--- config.mk ---
export PLATFORM = sky130hd
export DESIGN_NAME = strop_engine
export DESIGN_NICKNAME = d
export VERILOG_FILES = /design/src/rtl/strop_pkg.sv /design/src/rtl/strop_desc.sv /design/src/rtl/strop_alu.sv /design/src/rtl/strop_engine.sv
export SDC_FILE = /design/constraint.sdc
export NUM_CORES = 1
export LEC_CHECK = 0
export BUFFER_PORTS_ARGS = -buffer_cell sky130_fd_sc_hd__buf_2
export CAP_MARGIN = 20
export CORE_MARGIN = 5
export CORE_UTILIZATION = 35
export CTS_CLUSTER_SIZE = 14
export DETAILED_ROUTE_END_ITERATION = 7
export PLACE_DENSITY = 0.61
export RECOVER_POWER = 100
export SETUP_SLACK_MARGIN = 0.1
export SYNTH_ARGS = -nofsm -noshare
export SYNTH_HDL_FRONTEND = slang
export SYNTH_SLANG_ARGS = --single-unit
export TNS_END_PERCENT = 5
--- constraint.sdc ---
create_clock -name clk -period 6.6 [get_ports clk]
set_input_delay 1.32 -clock clk [delete_from_list [all_inputs] [get_ports clk]]
set_output_delay 1.32 -clock clk [all_outputs]
set_load 0.01 [all_outputs]
--- src/rtl/strop_pkg.sv ---
package strop_pkg;
  typedef enum logic [1:0] {
    OP_MOVE1 = 2'd0,
    OP_MOVES = 2'd1,
    OP_CMP   = 2'd2,
    OP_LOGIC = 2'd3
  } strop_op_t;

  typedef enum logic [1:0] {
    CMP_EQ = 2'd0,
    CMP_LT = 2'd1,
    CMP_GT = 2'd2
  } cmp_t;

  typedef enum logic [2:0] {
    S_IDLE, S_ASRC, S_ADST, S_CAP, S_EXE, S_FIN
  } state_t;
endpackage

--- src/rtl/strop_desc.sv ---
module strop_desc #(
  parameter int ADDR_W = 16,
  parameter int LEN_W  = 16
) (
  input  logic              clk,
  input  logic              rst,
  input  logic              load,
  input  logic [ADDR_W-1:0] org_i,
  input  logic [LEN_W-1:0]  len_i,
  input  logic              step,
  output logic [ADDR_W-1:0] org,
  output logic [LEN_W-1:0]  len
);
  localparam logic [ADDR_W-1:0] ORG_ONE = ADDR_W'(1);
  localparam logic [LEN_W-1:0]  LEN_ONE = LEN_W'(1);

  always_ff @(posedge clk) begin
    if (rst) begin
      org <= '0;
      len <= '0;
    end else if (load) begin
      org <= org_i;
      len <= len_i;
    end else if (step) begin
      org <= org + ORG_ONE;
      len <= len - LEN_ONE;
    end
  end

  // a step is never taken on an empty descriptor
  assert_step_nonempty_R2: assert property (@(posedge clk) disable iff (rst)
    step |-> (len != '0));

  // a step moves origin up and length down by one
  assert_step_advance_R2: assert property (@(posedge clk) disable iff (rst)
    (step && !load) |=> (len == $past(len) - LEN_ONE) && (org == $past(org) + ORG_ONE));

  assert_no_load_step_R2: assert property (@(posedge clk) disable iff (rst)
    !(load && step));
endmodule

--- src/rtl/strop_alu.sv ---
module strop_alu
  import strop_pkg::*;
(
  input  strop_op_t  op,
  input  logic [7:0] mask,
  input  logic [3:0] func,
  input  logic [7:0] s,
  input  logic [7:0] d,
  output logic [7:0] wbyte,
  output logic       neq,
  output logic       src_lt
);
  logic [7:0] f;
  logic [7:0] ms, md;

  for (genvar b = 0; b < 8; b++) begin : g_bit
    assign f[b] = (op == OP_LOGIC) ? func[{s[b], d[b]}] : s[b];
  end

  assign wbyte  = (d & ~mask) | (f & mask);
  assign ms     = s & mask;
  assign md     = d & mask;
  assign neq    = (ms != md);
  assign src_lt = (ms < md);
endmodule

--- src/rtl/strop_engine.sv ---
module strop_engine
  import strop_pkg::*;
#(
  parameter int ADDR_W = 16,
  parameter int LEN_W  = 16
) (
  input  logic              clk,
  input  logic              rst,
  input  logic              start,
  input  logic [1:0]        op,
  input  logic              ovf_en,
  input  logic              halt,
  input  logic [7:0]        mask,
  input  logic [7:0]        fill,
  input  logic [3:0]        func,
  input  logic [ADDR_W-1:0] src_org_i,
  input  logic [LEN_W-1:0]  src_len_i,
  input  logic [ADDR_W-1:0] dst_org_i,
  input  logic [LEN_W-1:0]  dst_len_i,
  output logic [ADDR_W-1:0] mem_addr,
  output logic              mem_we,
  output logic [7:0]        mem_wdata,
  input  logic [7:0]        mem_rdata,
  output logic              busy,
  output logic              done,
  output logic [ADDR_W-1:0] src_org,
  output logic [LEN_W-1:0]  src_len,
  output logic [ADDR_W-1:0] dst_org,
  output logic [LEN_W-1:0]  dst_len,
  output logic [1:0]        cmp_res,
  output logic              ovf
);
  state_t     state;
  strop_op_t  op_q;
  logic [7:0] mask_q, fill_q, src_q;
  logic [3:0] func_q;
  logic       ovf_en_q, one_done;
  logic       load, step_dst, step_src;
  logic       src_empty, dst_empty;
  logic [7:0] wbyte;
  logic       neq, src_lt;

  assign load      = (state == S_IDLE) && start;
  assign src_empty = (src_len == '0);
  assign dst_empty = (dst_len == '0);
  assign step_dst  = (state == S_EXE) && !((op_q == OP_CMP) && neq);
  assign step_src  = step_dst && !src_empty;

  strop_desc #(.ADDR_W(ADDR_W), .LEN_W(LEN_W)) u_src (
    .clk(clk), .rst(rst), .load(load), .org_i(src_org_i), .len_i(src_len_i),
    .step(step_src), .org(src_org), .len(src_len));

  strop_desc #(.ADDR_W(ADDR_W), .LEN_W(LEN_W)) u_dst (
    .clk(clk), .rst(rst), .load(load), .org_i(dst_org_i), .len_i(dst_len_i),
    .step(step_dst), .org(dst_org), .len(dst_len));

  strop_alu u_alu (
    .op(op_q), .mask(mask_q), .func(func_q), .s(src_q), .d(mem_rdata),
    .wbyte(wbyte), .neq(neq), .src_lt(src_lt));

  always_ff @(posedge clk) begin
    if (rst) begin
      state     <= S_IDLE;
      op_q      <= OP_MOVE1;
      mask_q    <= '0;
      fill_q    <= '0;
      func_q    <= '0;
      ovf_en_q  <= 1'b0;
      one_done  <= 1'b0;
      src_q     <= '0;
      mem_addr  <= '0;
      mem_we    <= 1'b0;
      mem_wdata <= '0;
      busy      <= 1'b0;
      done      <= 1'b0;
      cmp_res   <= CMP_EQ;
      ovf       <= 1'b0;
    end else begin
      mem_we <= 1'b0;
      done   <= 1'b0;
      case (state)
        S_IDLE: if (start) begin
          op_q     <= strop_op_t'(op);
          mask_q   <= mask;
          fill_q   <= fill;
          func_q   <= func;
          ovf_en_q <= ovf_en;
          one_done <= 1'b0;
          cmp_res  <= CMP_EQ;
          ovf      <= 1'b0;
          busy     <= 1'b1;
          state    <= S_ASRC;
        end
        S_ASRC: begin
          if (halt || dst_empty || ((op_q == OP_MOVE1) && one_done)) begin
            state <= S_FIN;
          end else begin
            mem_addr <= src_org;
            state    <= S_ADST;
          end
        end
        S_ADST: begin
          mem_addr <= dst_org;
          state    <= S_CAP;
        end
        S_CAP: begin
          src_q <= src_empty ? fill_q : mem_rdata;
          state <= S_EXE;
        end
        S_EXE: begin
          one_done <= 1'b1;
          if (op_q == OP_CMP) begin
            if (neq) begin
              cmp_res <= src_lt ? CMP_LT : CMP_GT;
              state   <= S_FIN;
            end else begin
              state <= S_ASRC;
            end
          end else begin
            mem_we    <= 1'b1;
            mem_addr  <= dst_org;
            mem_wdata <= wbyte;
            state     <= S_ASRC;
          end
        end
        S_FIN: begin
          busy  <= 1'b0;
          done  <= 1'b1;
          ovf   <= (op_q == OP_MOVES) && ovf_en_q && dst_empty && !src_empty;
          state <= S_IDLE;
        end
        default: state <= S_IDLE;
      endcase
    end
  end

  // compare never writes memory
  assert_no_write_cmp_R7: assert property (@(posedge clk) disable iff (rst)
    mem_we |-> (op_q != OP_CMP));

  // bits outside the mask keep the destination byte just read
  assert_keep_unmasked_R6: assert property (@(posedge clk) disable iff (rst)
    mem_we |-> (((mem_wdata ^ $past(mem_rdata)) & ~mask_q) == 8'h00));

  // done lasts a single cycle
  assert_done_pulse_R10: assert property (@(posedge clk) disable iff (rst)
    done |=> !done);

  // done comes only as busy drops
  assert_done_after_busy_R10: assert property (@(posedge clk) disable iff (rst)
    $rose(done) |-> !busy && $past(busy));

  // overflow only ever follows a string move
  assert_ovf_moves_only_R5: assert property (@(posedge clk) disable iff (rst)
    ovf |-> (op_q == OP_MOVES) && !busy);

  // destination length never grows during an operation
  assert_dst_shrinks_R2: assert property (@(posedge clk) disable iff (rst)
    (busy && $past(busy)) |-> (dst_len <= $past(dst_len)));

  // a single move writes at most once
  assert_single_write_R3: assert property (@(posedge clk) disable iff (rst)
    (mem_we && op_q == OP_MOVE1) |-> ($past(one_done) == 1'b0) || !$past(busy));
endmodule

==> impl_metrics.yaml <==
run_status:
  status: "finished with violations"
  violations: "capacitance limit, slew limit"
placement:
  dp.final_hpwl_um: 17000
  routabilityCongestion: 0.881
  portBuffers: 192
  dp.cells: 1272
  placed_area_um2: 8270
synth:
  yosysTopAreaCell: "dfxtp_1"
  ys_seq_area_frac: 0.360
  async_reset_ff_frac: 0
  ys_seq_elements: 129
  synth_commonest_cells: "nand2_1, dfxtp_1, nor2_1, clkbuf_1, a21oi_1"
  yosysMostFrequentCell: "nand2_1"
  synth_cell_types: 65
  syn_area_per_cell_um2: 8.20
  ys_top_cells_by_area: "dfxtp_1, nand2_1, nor2_1, a211oi_1, a2111oi_4"
  ys.warnings.count: 0
  postSynthCellCount: 875
  synth_top_area_frac: 0.360
  synthesis.nets: 987
  synth_area_um2: 7180
  synth_flop_cell: "dfxtp_1"
  synth_edf_count: 0
routing:
  drt_iter0_drc: 504
  first_pass_iters: 5
  antenna_left: 0
  wirelength_um: 24100
  drt_drc_violations_left: 0
  wl_per_cell_um: 18.5
  vias: 7241
  avgViaCountPerCell: 5.56
sta:
  tightest_slew_ps: 4080
  period_share: 0.764
  finalSetupViolCount: 0
  final_max_slew_viol_count: 95
  fmax_mhz: 198
  finalSetupTns_ps: 0
  period_needed_ps: 5040
  finalHoldViolations: 0
  relSlewSlack: -1.72
  rsz0062_at_grt: "false"
  holdWs_ps: 453
  skew_ps: 13.8
clock_tree:
  cts_hold_buffers: 0
  cts.sinks: 129
  cts-resized-gates: 0
  htreeDepth: 4
  cts_buffers: 17
  clk_latency_ps: 430
  root_buffer: "clkbuf_16"
  post_cts_buffers: 0
  cts_tree: "done"
  cts_max_path_buffers: 2
  clkTransAtPathRegs_ps: 60
setup_path:
  worstSetupPathType: "primary input to flip-flop"
  worstPathRequired_ps: 6910
  cp-end-kind: "flip-flop"
  critPathArrivalTime_ps: 5350
  critPathMaxFanout: 94
  start_kind: "primary input"
cells_and_area:
  drive_above_1_share: 0.160
  final_nets: 1133
  fin_area_um2: 8690
  layout.cells.non_filler: 1303
  syn_to_final_growth_pct: 21.1
  n_antenna_cell: 0
flow_run:
  max_cap_viol_count: 1
floorplanning:
  coreArea_um2: 20200
  start_util: 0.355
  ios: 193
  num_rows: 52
  die_area_um2: 23500
  die_h_um: 153
  die_width_um: 153
power_and_ir_drop:
  ir_drop_v: 0.000166
  leakage_nw: 3.06
  power_density_nw_per_um2: 280
  total_power_w: 0.00243
global_route:
  first_global_vias: 6837
  grt_overflow: 0
  grt_first_pass_wirelength_um: 37600
  grtUsageTotal: 0.198
  grt_antenna_before_repair: 0
  grt_max_degree: 95
worst_hold_path:
  hold_path.class: "flip-flop to flip-flop"
-- cells in the final DEF, fill, tap and decap left out, types with 5 or more instances in the layout --
| cell type | count |
|---|---|
| a2111oi_4 | 11 |
| a211oi_1 | 42 |
| a21o_1 | 5 |
| a21oi_1 | 47 |
| a221o_1 | 15 |
| a311oi_1 | 25 |
| a31oi_1 | 15 |
| and2_1 | 9 |
| and3_1 | 9 |
| and4_1 | 9 |
| buf_2 | 97 |
| buf_4 | 10 |
| clkbuf_1 | 95 |
| clkbuf_16 | 17 |
| dfxtp_1 | 129 |
| ha_1 | 13 |
| inv_1 | 14 |
| nand2_1 | 135 |
| nand3_1 | 14 |
| nand3b_1 | 7 |
| nand4_1 | 10 |
| nand4b_1 | 16 |
| nor2_1 | 96 |
| nor3_1 | 7 |
| nor4_1 | 9 |
| o2111ai_1 | 5 |
| o211ai_1 | 10 |
| o21ai_0 | 27 |
| o22a_1 | 8 |
| o22ai_1 | 8 |
| o31ai_1 | 6 |
| or3_1 | 12 |
| or4_1 | 7 |
| xnor2_1 | 25 |
| xor2_1 | 7 |
-- sequential cells by signal, summed over array words and instances, names as in the netlist, 2 cells and up --
signal	count
u_src.len	16
fill_q	8
u_src.org	16
op_q	2
u_dst.len	16
mem_addr	16
state	3
cmp_res	2
func_q	4
mem_wdata	8
mask_q	8
u_dst.org	16
src_q	8
-- through the flow --
| step | utilization | worst slack (ps) |
|---|---|---|
| floorplan | - | 3320 |
| global placement | 0.409 | 2470 |
| detailed placement | 0.409 | 2360 |
| CTS | 0.436 | 2800 |
| global route | 0.430 | 1290 |
| finish | 0.430 | 1560 |
-- where the power goes --
part           switching, W  internal [W]
clock network      0.000372      0.000510
logic              0.000370      0.000204
registers          0.000116      0.000862
-- path summary, 6_finish.rpt --
path / cells past startpoint / from / to / slack (ps)
max reg2reg: 5 / state[0] / u_src.org[6] / 3080
min: 2 / mem_wdata[5] / mem_wdata[5] / 450
min reg2reg: 2 / mem_wdata[5] / mem_wdata[5] / 450
max: 4 / rst / u_dst.len[6] / 1560
-- area by class of cell --
type	count	area [µm²]
timing repair buffer	202	917
multi-input combinational	657	4250
fill	2098	11500
tap	270	338
inverter	14	52.6
clock inverter	11	81.3
clock buffer	20	467
sequential	129	2580
-- worst max-delay path, stage by stage --
cell      delay, ps
clkbuf_1       2810
buf_4           860
o21bai_1        200
a211oi_1         60
-- routing by layer --
metal / wire length [µm] / global-route usage / share of wire
met2: 10700 / 0.298 / 0.44
met4: 413 / 0.0602 / 0.017
met5: 0 / 0 / 0
met3: 1490 / 0.0478 / 0.062
met1: 11500 / 0.281 / 0.48
-- logic make-up (layout without fill, tap and decap cells) --
kind of cell    after synthesis  count (layout)  synth area share
simple gates                360             360             0.243
compound gates              251             251             0.282
flops                       129             129             0.360
buf+inv                      89             247            0.0521
xor+xnor                     32              32            0.0391
fa+ha+maj                    13              13            0.0227
mux                           1               1           0.00139
Note: power is estimated with default switching activity, not from simulation.
